[config.mk]
export PLATFORM = sky130hd
export DESIGN_NAME = dataway_cmd_seq
export DESIGN_NICKNAME = d
export VERILOG_FILES = /design/src/rtl/dataway_cmd_seq.sv
export SDC_FILE = /design/constraint.sdc
export NUM_CORES = 1
export LEC_CHECK = 0
export BUFFER_PORTS_ARGS = -buffer_cell sky130_fd_sc_hd__buf_2
export CORE_AREA = 2 2 88 90
export DETAILED_ROUTE_END_ITERATION = 8
export DIE_AREA = 0 0 90 92
export GPL_TIMING_DRIVEN = 0
export PLACE_DENSITY = 0.78
export SKIP_CTS_REPAIR_TIMING = 1
export SYNTH_ARGS = -nofsm -noshare
export SYNTH_HDL_FRONTEND = slang
export SYNTH_SLANG_ARGS = --single-unit
export TNS_END_PERCENT = 50
[constraint.sdc]
create_clock -name clk -period 2.99 [get_ports clk]
set_clock_uncertainty 0.2 [all_clocks]
set_input_delay 0.299 -clock clk [delete_from_list [all_inputs] [get_ports clk]]
set_output_delay 0.299 -clock clk [all_outputs]
set_load 0.005 [all_outputs]
[src/rtl/dataway_cmd_seq.sv]
module dataway_cmd_seq #(
  parameter int WAIT_CYC = 4,
  parameter int STB_CYC  = 2,
  parameter int LAM_W    = 23
) (
  input  logic             clk,
  input  logic             rst_n,
  input  logic             host_sel_n,
  input  logic             host_rd,
  input  logic [3:0]       host_addr,
  input  logic [7:0]       host_wdata,
  output logic [7:0]       host_rdata,
  input  logic             offline,
  input  logic             grant_in,
  output logic [4:0]       dw_stn,
  output logic [3:0]       dw_sub,
  output logic [4:0]       dw_fn,
  output logic [23:0]      dw_wdat,
  output logic             dw_z,
  output logic             dw_c,
  output logic             dw_inh,
  output logic             dw_aux_hold,
  output logic             dw_busy,
  output logic             dw_s1,
  output logic             dw_s2,
  input  logic [23:0]      dw_rdat,
  input  logic             dw_q,
  input  logic             dw_x,
  input  logic [LAM_W-1:0] dw_lam
);
  localparam int CMAX  = (WAIT_CYC > STB_CYC) ? WAIT_CYC : STB_CYC;
  localparam int CNT_W = $clog2(CMAX + 1);
  localparam int ENC_W = $clog2(LAM_W + 1);

  typedef enum logic [2:0] {ST_IDLE, ST_WAIT, ST_S1, ST_S2, ST_REL} st_t;

  st_t              st;
  logic [CNT_W-1:0] cnt;
  logic [23:0]      rd_word;
  logic             rq, rx, done;
  logic [ENC_W-1:0] lam_num;
  logic             lam_any;

  wire wr_en   = !host_sel_n && !host_rd;
  wire start   = wr_en && host_addr == 4'd7;
  wire wait_end = cnt == CNT_W'(WAIT_CYC - 1);
  wire stb_end  = cnt == CNT_W'(STB_CYC - 1);

  assign dw_busy = st != ST_IDLE;
  assign dw_s1   = st == ST_S1;
  assign dw_s2   = st == ST_S2;

  always_ff @(posedge clk) begin
    if (!rst_n) begin
      st <= ST_IDLE;
      cnt <= '0;
      done <= 1'b0;
      rd_word <= '0;
      rq <= 1'b0;
      rx <= 1'b0;
      dw_wdat <= '0;
      dw_sub <= '0;
      dw_fn <= '0;
      dw_stn <= '0;
      dw_z <= 1'b0;
      dw_c <= 1'b0;
      dw_inh <= 1'b0;
      dw_aux_hold <= 1'b0;
    end else begin
      case (st)
        ST_IDLE: if (start && !offline) begin
          st <= ST_WAIT;
          cnt <= '0;
          done <= 1'b0;
        end
        ST_WAIT: if (wait_end) begin
          st <= ST_S1;
          cnt <= '0;
        end else cnt <= cnt + 1'b1;
        ST_S1: if (stb_end) begin
          st <= ST_S2;
          cnt <= '0;
          rd_word <= dw_rdat;
          rq <= dw_q;
          rx <= dw_x;
        end else cnt <= cnt + 1'b1;
        ST_S2: if (stb_end) begin
          st <= ST_REL;
          cnt <= '0;
        end else cnt <= cnt + 1'b1;
        default: begin
          st <= ST_IDLE;
          done <= 1'b1;
          dw_z <= 1'b0;
          dw_c <= 1'b0;
        end
      endcase
      if (wr_en) begin
        case (host_addr)
          4'd0: dw_wdat[23:16] <= host_wdata;
          4'd1: dw_wdat[15:8]  <= host_wdata;
          4'd2: dw_wdat[7:0]   <= host_wdata;
          4'd3: dw_sub <= host_wdata[3:0];
          4'd4: dw_fn  <= host_wdata[4:0];
          4'd5: dw_stn <= host_wdata[4:0];
          4'd6: {dw_aux_hold, dw_inh, dw_c, dw_z} <= host_wdata[3:0];
          default: ;
        endcase
      end
    end
  end

  always_comb begin
    lam_num = '0;
    for (int i = LAM_W - 1; i >= 0; i--)
      if (dw_lam[i]) lam_num = ENC_W'(i + 1);
  end
  assign lam_any = |dw_lam;

  always_comb begin
    host_rdata = '0;
    if (!host_sel_n && host_rd) begin
      case (host_addr)
        4'd8:  host_rdata = {rq, rx, lam_any, 5'(lam_num)};
        4'd9:  host_rdata = rd_word[23:16];
        4'd10: host_rdata = rd_word[15:8];
        4'd11: host_rdata = rd_word[7:0];
        4'd12: host_rdata = {5'd0, !offline, grant_in, done};
        default: host_rdata = '0;
      endcase
    end
  end

  a_r5_s1_after_wait: assert property (@(posedge clk) disable iff (!rst_n)
    $rose(dw_s1) |-> $past(dw_busy) && !$past(dw_s2));
  a_r5_s2_after_s1: assert property (@(posedge clk) disable iff (!rst_n)
    $rose(dw_s2) |-> $past(dw_s1));
  a_r5_strobes_apart: assert property (@(posedge clk) disable iff (!rst_n)
    !(dw_s1 && dw_s2));
  a_r7_done_at_end: assert property (@(posedge clk) disable iff (!rst_n)
    $fell(dw_busy) |-> host_sel_n || !host_rd || host_addr != 4'd12 || host_rdata[0]);
  a_r3_zc_selfclear: assert property (@(posedge clk) disable iff (!rst_n)
    $fell(dw_busy) && !$past(wr_en && host_addr == 4'd6) |-> !dw_z && !dw_c);
  a_r8_offline_no_cycle: assert property (@(posedge clk) disable iff (!rst_n)
    !dw_busy && offline |=> !dw_busy);
  a_r9_start_ignored_busy: assert property (@(posedge clk) disable iff (!rst_n)
    dw_s2 && start |=> dw_busy && !dw_s1);
endmodule

==> key figures, run 1 <==
Yosys
  • Syn nets: around 490
  • Syn_area_per_cell: 8.644 um2
  • Cell count after synthesis: ~420
  • Seq cells post-synth: 75
  • Ys flop type: dfxtp_1
  • Post-synth EDFFs: 0
  • Ranking of synthesized cells by area: dfxtp_1 42%, a21boi_1 9.4%, nand2_1 8.4%
  • Ys async rst share: 0%
  • Seq/Total Area, Yosys: between 40% and 50%
  • Ys Warns: 0
  • Post-synth top area share: between 40% and 50%
  • Yosys top cell by area: dfxtp_1
  • Library cells used by synthesis: 48
  • Post-synthesis instance area: 0.003587 mm2

STA
  • Hold_ws: -17.40 ps
  • Min cycle time layout: 2818 ps
  • Rel. slew slack: around 52%
  • Setup Viol. Count Final: 0
  • Setup TNS: 0 ps
  • Final Hold Fails: 5
  • RSZ-0062 raised after global routing: no
  • Fin. max-slew vios: 0
  • Period Utilization, post-route: a little over nine tenths
  • Tightest Pin Transition: just over 700 ps
  • Maximum clock rate: 0.3549 GHz
  • Setup slack after layout: ~170 ps

Pwr
  • Comb power frac: between 10% and 20%
  • Switching share of total power: a little over a quarter
  • Leak: between 2 and 2.5 nW
  • Maximum vdd drop: about 240 uV
  • Power Density: 463.7 mW/mm2
  • Clk pwr share: 41.9%
  • Internal power: about 1.6 mW
  • Reg power frac: 47.3%
  • Switch Pwr: about 0.57 mW

Finish
  • Multi-input combinational cell area: around 0.0020 mm2
  • Fillers: slightly below 700
  • Nets@finish: approximately 630
  • Most frequent cells in the layout: 115 x buf_2, 80 x nand2_1, 75 x dfxtp_1
  • Area grow syn2layout: 30.73%
  • Inserted Diodes: 0
  • Commonest non-fill, non-tap cell in the layout: buf_2
  • FF+latch area: approximately 0.0015 mm2
  • Share of layout cells above drive strength 1: ~25%

Critical path
  • Reg2reg end: rd_word[13]$_SDFFE_PN0P_
  • Crit path cell chain: buf_2 -> nor4_1 -> nand2_1 -> or3b_1 -> mux4_2 -> and3_1 -> buf_2
  • Worst reg2reg path depth: 7
  • WP data required: between 2000 and 2500 ps
  • WP buf/inv: 2
  • Critical Path Slowest Stage Cell: nor4_1
  • Crit Path Max Fanout: 4
  • Worst Setup End Kind: output pin
  • Setup CP Type: input port to output pin
  • R2R Path Start: cnt[0]$_SDFFE_PN0P_
  • Worst path top cell family by delay: simple AND/OR/NAND/NOR gates
  • Reg2Reg Setup Slack: approximately 840 ps
  • Crit-path max cell delay: around 600 ps
  • Critical path launch point type: input port
  • Crit-path most repeated cell: buf_2
  • CP arrival: between 2000 and 2500 ps

Drt
  • DRC: 0
  • Routed WL per cell: 15.00 um
  • Vias after detailed routing: approximately 3.5k
  • Total Wirelength: 9976 um
  • DRT antenna net count: 0
  • Starting DRT DRC Count: around 170
  • First-pass DRT Iterations: 5
  • Mean number of vias per cell: approximately 5.3

Die
  • Initial Util: between 40% and 50%
  • Die height: 92 um
  • # IOs: 120
  • Die ar.: 0.008280 mm2
  • Die width: 90 um
  • # rows: 32
  • Core area: 0.007447 mm2

Clocking
  • CTS root buf: clkbuf_8
  • CTS H-tree depth: 3
  • Worst-Skew Late Latency: ~360 ps
  • Clk sink count: between 70 and 80
  • Clock tree from TritonCTS: done
  • Cts bufs inserted: 9
  • Maximum buffer depth of the clock tree: 2
  • Register clock-pin slew on the reported worst setup and hold paths: about 80 ps

Global routing
  • Vias in the first global route: between 3k and 4k
  • Grt ovf: 0
  • Total track usage: a little under a quarter
  • First-pass GRT wire length: 15860 um
  • Initial antenna violation count: 0
  • Largest net degree at the start of global routing: 16

Placement
  • Detailed placement HPWL: approximately 7300 um
  • Post-Place Worst Slack: around 150 ps
  • Placer Congestion: 0.8880
  • Count of input and output buffers: around 120

Run status
  • Status: complete, but fails checks
  • Failing checks: negative hold slack

Min path
  • Worst hold start: dw_rdat[3]
  • Worst Hold Path Cells: 3
  • Hold crit path type: input port to flip-flop
  • Hold path endpoint: rd_word[3]$_SDFFE_PN0P_

Job
  • MaxCap Viol Count: 0
## through the flow
stage	util [%]	instance area, um2	power (mW)	cells
4_1_cts	60.69	4519	2.159	648
3_3_place_gp	57.61	4290	1.259	632
3_5_place_dp	57.61	4290	1.266	632
2_1_floorplan	-	3587	1.162	415
6_report	62.97	4690	2.175	665
5_1_grt	62.97	4690	2.250	665
## power by group through the flow
stage,clock (mW),combinational (mW),sequential (mW)
after floorplan,0,0.114,1.05
after global placement,0,0.209,1.05
after detailed placement,0,0.215,1.05
after CTS,0.916,0.216,1.03
after global routing,0.960,0.259,1.03
final,0.912,0.235,1.03
## final cells by class
cell class                      instances  area share, %
Buffer                                 25          2.001
Clock buffer                            9          2.641
Clock inverter                          7          2.241
Inverter                                8         0.6403
Multi-Input combinational cell        307          41.84
Sequential cell                        75          32.02
Tap cell                              102          2.721
Timing Repair Buffer                  132          15.90
## cells by family after synthesis
family	after synthesis	share of synthesized area, %
AO/OA/AOI/OAI	81	16.15
adder cells (fa/ha/maj)	4	1.395
buffers and inverters	33	3.453
flip-flops	75	41.86
multiplexers	33	10.36
AND/OR/NAND/NOR	189	26.79
## worst max path at each step
stage                               end       start  slack, ps  cells past startpoint
after floorplan           host_rdata[5]  dw_lam[15]        590                      5
after global placement    host_rdata[5]   dw_lam[3]        220                      7
after detailed placement  host_rdata[5]   dw_lam[3]        150                      7
after CTS                 host_rdata[5]   dw_lam[3]        150                      7
after global routing      host_rdata[5]   dw_lam[3]         90                      7
final                     host_rdata[5]   dw_lam[3]        170                      7
## routing by layer
layer | vias to the layer above | global-route usage, % | wire, um
met5 | - | 0 | 0
met4 | 0 | 7.564 | 172
met1 | 1622 | 28.56 | 4141
met2 | 134 | 41.67 | 5022
li1 | 1740 | - | -
met3 | 13 | 6.245 | 640
## synth_stat cells (2+ instances only)
cell      instances
mux2_1            2
and3_1            6
nor2_1           16
nor3_1            5
o22ai_1           2
nor4b_1           2
a22o_1            2
a21boi_1         45
nor4_1            6
mux4_2            3
a32oi_1           2
o21ai_0           2
a21oi_1          11
or3b_1            2
nand3b_1          6
nand2b_1          3
ha_1              4
dfxtp_1          75
o31ai_1           2
nor2b_1          31
clkbuf_1         25
nand4b_1          2
nand3_1          19
o21ai_1           4
nor3b_1           2
o21a_1            2
mux2i_1          27
nand2_1          80
inv_1             8
## state kept, by name (all words and copies together), names as in the netlist, 3 cells and up
name and cells:
rd_word 24, dw_stn 5, st 3, dw_sub 4, dw_wdat 24, cnt 3
dw_fn 5
## worst reg2reg max path, stage by stage, from the launching register on
cell and delay (ps):
dfxtp_1 400, ha_1 170, nor2b_1 220, and2_1 160, clkbuf_1 260, clkbuf_1 390
nand2_1 140, a21boi_1 140
Note: power is estimated with default switching activity, not from simulation.
==> inputs of run 2 (changes only) <==
--- a/config.mk
+++ b/config.mk
@@ -5,12 +5,13 @@
 export SDC_FILE = /design/constraint.sdc
 export NUM_CORES = 1
 export LEC_CHECK = 0
+export ABC_AREA = 1
 export BUFFER_PORTS_ARGS = -buffer_cell sky130_fd_sc_hd__buf_2
-export CORE_AREA = 2 2 88 90
+export CORE_AREA = 2 2 86 88
 export DETAILED_ROUTE_END_ITERATION = 8
-export DIE_AREA = 0 0 90 92
+export DIE_AREA = 0 0 88 90
 export GPL_TIMING_DRIVEN = 0
-export PLACE_DENSITY = 0.78
+export PLACE_DENSITY = 0.79
 export SKIP_CTS_REPAIR_TIMING = 1
 export SYNTH_ARGS = -nofsm -noshare
 export SYNTH_HDL_FRONTEND = slang
==> run 2 against run 1 <==
Against the previous run:
- the flow still finishes with violations (negative hold slack)
- sequential power is 7% higher
- cell area down 5.2%
- register-to-register slack better by 140 ps
- clock power shrank 16%
- sequential cell count unchanged
- critical path type unchanged
- largest cell class unchanged
- highest routed layer unchanged
==> key figures, run 2 <==
Placement
  • Detailed placement HPWL: between 7000 and 8000 um
  • Count of input and output buffers: 118
  • Placer Congestion: roughly 0.85

Critical path
  • Crit-path most repeated cell: nand2_1
  • WP data required: ~2500 ps
  • Worst Setup End Kind: output pin
  • Setup CP Type: input port to output pin
  • Critical Path Slowest Stage Cell: a21oi_2
  • Crit-path max cell delay: approximately 130 ps
  • Crit Path Max Fanout: 2
  • CP arrival: 1810 ps
  • Critical path launch point type: input port
  • Worst path top cell family by delay: simple AND/OR/NAND/NOR gates
  • WP buf/inv: 3

Drt
  • Routed WL per cell: ~13 um
  • First-pass DRT Iterations: 5
  • Mean number of vias per cell: between 4 and 5
  • DRC: 0
  • DRT antenna net count: 0
  • Total Wirelength: around 9500 um
  • Starting DRT DRC Count: roughly 210
  • Vias after detailed routing: 3663

Finish
  • Commonest non-fill, non-tap cell in the layout: buf_2
  • Regs by FF count: dw_wdat: 24 flops, rd_word: 24 flops
  • Share of layout cells above drive strength 1: between 20% and 30%
  • Area grow syn2layout: 30.44%
  • Nets@finish: roughly 700
  • Inserted Diodes: 0
  • Most frequent cells in the layout: 122 x buf_2, 91 x nor2_1, 79 x nand2_1

STA
  • Fin. max-slew vios: 0
  • Final Hold Fails: 8
  • Min cycle time layout: 2308 ps
  • RSZ-0062 raised after global routing: no
  • Setup Viol. Count Final: 0
  • Hold_ws: -28.13 ps
  • Period Utilization, post-route: between 70% and 80%
  • Setup TNS: 0 ps
  • Tightest Pin Transition: between 500 and 600 ps
  • Maximum clock rate: around 0.43 GHz
  • Rel. slew slack: roughly three fifths

Pwr
  • Power Density: 521.1 mW/mm2
  • Leak: 2.061 nW
  • Overall power: 2.316 mW
  • Maximum vdd drop: ~320 uV

Clocking
  • Clock tree from TritonCTS: done
  • Worst-Skew Late Latency: 350 ps
  • CTS root buf: clkbuf_8
  • CTS H-tree depth: 3
  • Maximum buffer depth of the clock tree: 2
  • Register clock-pin slew on the reported worst setup and hold paths: 70 ps
  • Clk sink count: 75
  • Cts bufs inserted: 9

Yosys
  • Ys flop type: dfxtp_1
  • Ranking of synthesized cells by area: dfxtp_1 44%, nor2_1 10%, nand2_1 8.7%
  • Seq/Total Area, Yosys: 44.07%
  • Commonest cells post-synth: 91 x nor2_1, 79 x nand2_1, 75 x dfxtp_1
  • Seq cells post-synth: 75
  • Ys Warns: 0
  • Yosys top cell by area: dfxtp_1
  • Post-synth top area share: 44.07%
  • Post-synthesis instance area: about 0.0034 mm2
  • Cell count after synthesis: 494
  • Syn nets: ~570
  • Top-count cell post-synth: nor2_1
  • Syn_area_per_cell: slightly below 7 um2
  • Post-synth EDFFs: 0
  • Library cells used by synthesis: 29
  • Ys async rst share: 0%

Global routing
  • First-pass GRT wire length: 15330 um
  • Largest net degree at the start of global routing: 14
  • Gr busiest metal: met2
  • Vias in the first global route: 3301
  • Met1 GRT Util: approximately 33%
  • Global routing usage on met2: 38.07%
  • GR Layer Usage met3: roughly 5%
  • Total track usage: between 20 and 25%
  • Initial antenna violation count: 0
  • Grt ovf: 0

Die
  • Initial Util: 48.53%
  • Die width: ~88 um
  • Die ar.: 0.007920 mm2
  • Core area: around 0.007 mm2
  • # IOs: 120
  • Die height: 90 um
  • # rows: 31

Min path
  • Hold crit path type: input port to flip-flop

Job
  • MaxCap Viol Count: 0

Run status
  • Failing checks: negative hold slack
  • Status: complete, but fails checks
## run 2: worst reg2reg max path: cells and delay by family, from the launching register on
family,cells,cell delay (ps)
flops,1,350
buf+inv,5,580
simple gates,5,780
## run 2: cell families (layout without fill, tap and decap cells)
kind of cell / Yosys count / in the layout / synth area share (%)
compound gates: 120 / 120 / 19.13
buf+inv: 86 / 233 / 9.695
fa+ha+maj: 4 / 4 / 1.469
simple gates: 209 / 209 / 25.63
flops: 75 / 75 / 44.07
## run 2: where the power goes
part | switching (mW) | internal, mW | total, mW
clock network | 0.383 | 0.382 | 0.764
registers | 0.0422 | 1.06 | 1.10
logic | 0.284 | 0.165 | 0.450
## run 2: area by class of cell
cell class / count / area, um2
Clock inverter: 7 / 68.82
Tap cell: 99 / 123.9
Buffer: 16 / 65.06
Sequential cell: 75 / 1501
Inverter: 70 / 265.3
Fill cell: 660 / 2576
Timing Repair Buffer: 131 / 720.7
Multi-Input combinational cell: 333 / 1575
Clock buffer: 9 / 123.9
## run 2: layer usage
metal / up-vias / wire (um)
met4: 0 / 169
met1: 1628 / 4184
met3: 17 / 643
met2: 128 / 4478
li1: 1890 / -
met5: - / 0
## run 2: path summary, 6_finish.rpt
kind                                from                        to  slack, ps  depth (start not counted)
setup / recovery              dw_lam[21]             host_rdata[0]        680                         27
hold / removal               dw_rdat[12]  rd_word[12]$_SDFFE_PN0P_        -30                          3
setup reg to reg      st[1]$_SDFFE_PN0P_   rd_word[8]$_SDFFE_PN0P_        980                         10
hold reg to reg   dw_sub[1]$_SDFFE_PN0P_    dw_sub[1]$_SDFFE_PN0P_        240                          2
## run 2: metrics by stage
step | setup slack, ps | area (um2) | utilization, % | instances
2_1_floorplan | 1076 | 3407 | - | 494
3_3_place_gp | 698.4 | 4121 | 58.71 | 711
3_5_place_dp | 652.1 | 4121 | 58.71 | 711
4_1_cts | 644.2 | 4314 | 61.45 | 727
5_1_grt | 477.8 | 4444 | 63.30 | 740
6_report | 681.6 | 4444 | 63.30 | 740
==> inputs of run 3 (changes only) <==
==> constraint.sdc (replaced) <==
create_clock -name clk -period 2.25 [get_ports clk]
set_clock_uncertainty 0.2 [all_clocks]
set_input_delay 0.225 -clock clk [delete_from_list [all_inputs] [get_ports clk]]
set_output_delay 0.225 -clock clk [all_outputs]
set_load 0.005 [all_outputs]
==> run 3 against run 2 <==
Against the previous run:
- the flow still finishes with violations (negative hold slack)
- hold slack better by 18 ps
- power is 34% higher
- cell count is 2.0% higher
- count of clock-buffer cells in the layout stayed put
- utilization is 2.2 points higher
- non-clock buffer count is 15 higher
- combinational power is 38% higher
- first-iteration DRC count is 6.3% higher
- sequential power is 33% higher
==> key figures, run 3 (same netlist as run 2, synthesis figures left out) <==
Run status
  • Status: complete, but fails checks
  • Failing checks: negative hold slack

STA
  • Fin. max-slew vios: 0
  • Setup TNS: 0 ps
  • Tightest Pin Transition: between 500 and 600 ps
  • Min cycle time layout: about 2200 ps
  • RSZ-0062 raised after global routing: yes
  • Final Hold Fails: 2
  • Period Utilization, post-route: a little over nine tenths
  • Hold_ws: -9.836 ps
  • Setup Viol. Count Final: 0
  • Rel. slew slack: a little over three fifths
  • Maximum clock rate: ~0.46 GHz

Die
  • Die height: ~90 um
  • # rows: 31
  • Initial Util: about half
  • Die width: just under 90 um
  • Die ar.: 0.007920 mm2
  • Core area: 0.007020 mm2
  • # IOs: between 100 and 150

Clocking
  • Worst-Skew Late Latency: roughly 350 ps
  • CTS H-tree depth: 3
  • CTS root buf: clkbuf_8
  • Maximum buffer depth of the clock tree: 2
  • Clock tree from TritonCTS: done
  • Cts bufs inserted: 9
  • Clk sink count: 75
  • Register clock-pin slew on the reported worst setup and hold paths: about 70 ps

Global routing
  • Grt ovf: 0
  • Largest net degree at the start of global routing: 14
  • First-pass GRT wire length: between 15000 and 20000 um
  • Vias in the first global route: approximately 3.3k
  • Initial antenna violation count: 0
  • Total track usage: 24.36%

Pwr
  • Power Density: just under 700 mW/mm2
  • Maximum vdd drop: 426.7 uV
  • Leak: approximately 2.1 nW

Critical path
  • Worst reg2reg path depth: 10
  • Crit-path most repeated cell: nand2_1
  • WP data required: 1820 ps
  • Worst Setup End Kind: output pin
  • Setup CP Type: input port to output pin
  • WP buf/inv: 3
  • Worst path top cell family by delay: simple AND/OR/NAND/NOR gates
  • Critical Path Slowest Stage Cell: a21oi_2
  • Reg2Reg Setup Slack: approximately 220 ps
  • Crit. path cell count: 27
  • Critical path launch point type: input port
  • Crit-path max cell delay: about 140 ps
  • Crit Path Max Fanout: 2
  • CP arrival: 1740 ps

Finish
  • Most frequent cells in the layout: 122 x buf_2, 91 x nor2_1, 79 x nand2_1
  • Regs by FF count: dw_wdat: 24 flops, rd_word: 24 flops
  • Commonest non-fill, non-tap cell in the layout: buf_2
  • Layout Cells excl Fill: between 700 and 800
  • Final core occ: around 66%
  • Area grow syn2layout: 35.00%
  • Inserted Diodes: 0
  • Nets@finish: approximately 720
  • Share of layout cells above drive strength 1: 25.91%
  • Fillers: approximately 630

Drt
  • Routed WL per cell: 13.03 um
  • Mean number of vias per cell: 4.972
  • DRT antenna net count: 0
  • DRC: 0
  • Total Wirelength: a little under 10000 um
  • Vias after detailed routing: roughly 3.8k
  • Starting DRT DRC Count: 219
  • First-pass DRT Iterations: 5

Job
  • MaxCap Viol Count: 0

Min path
  • Worst Hold Path Cells: 3
  • Hold crit path type: input port to flip-flop

Placement
  • Placed cells: between 700 and 800
  • Placer Congestion: 0.8496
  • Detailed placement HPWL: a little over 7000 um
  • Count of input and output buffers: 118
[run 3: power breakdown]
part | total, mW | internal (mW) | leakage (nW) | switching (mW)
sequential | 1.46 | 1.41 | 0.605 | 0.0570
combinational | 0.621 | 0.237 | 1.42 | 0.384
clock | 1.02 | 0.508 | 0.0950 | 0.512
total | 3.11 | 2.15 | 2.12 | 0.953
[run 3: cell type report]
cell class / count / area, um2 / area share [%]
Buffer: 16 / 65.06 / 1.415
Clock buffer: 9 / 123.9 / 2.693
Clock inverter: 7 / 68.82 / 1.496
Inverter: 70 / 265.3 / 5.767
Multi-Input combinational cell: 333 / 1580 / 34.36
Sequential cell: 75 / 1501 / 32.64
Tap cell: 99 / 123.9 / 2.693
Timing Repair Buffer: 146 / 870.8 / 18.93
[run 3: layer usage]
metal	share of wire (%)	routed length [um]	vias up	global-route usage, %
met4	1.6	160	0	8.846
li1	-	-	1918	-
met5	0	0	-	0
met3	6.2	610	15	5.051
met2	48	4693	130	38.07
met1	44	4372	1691	32.97
[run 3: tightest hold or removal path, delay by kind of cell]
kind / cells / cell delay (ps)
buffers and inverters: 1 / 120
AOI/OAI and AO/OA: 1 / 60
and+or+nand+nor: 1 / 80
[run 3: worst paths after layout]
kind	startpoint	end
max	dw_lam[21]	host_rdata[0]
min	host_wdata[7]	dw_wdat[15]$_SDFFE_PN0P_
max reg2reg	st[1]$_SDFFE_PN0P_	rd_word[8]$_SDFFE_PN0P_
min reg2reg	dw_sub[1]$_SDFFE_PN0P_	dw_sub[1]$_SDFFE_PN0P_
[run 3: metrics by stage]
step                      hold WS (ps)  cell area, um2  total power, mW  worst slack, ps
after floorplan                  159.9            3407            1.854            484.2
after global placement           230.7            4121            2.049            106.4
after detailed placement         233.9            4121            2.065            60.13
after CTS                       -112.9            4314            3.065            52.21
after global routing             10.73            4599            3.265           -114.2
final                           -9.836            4599            3.106            83.20
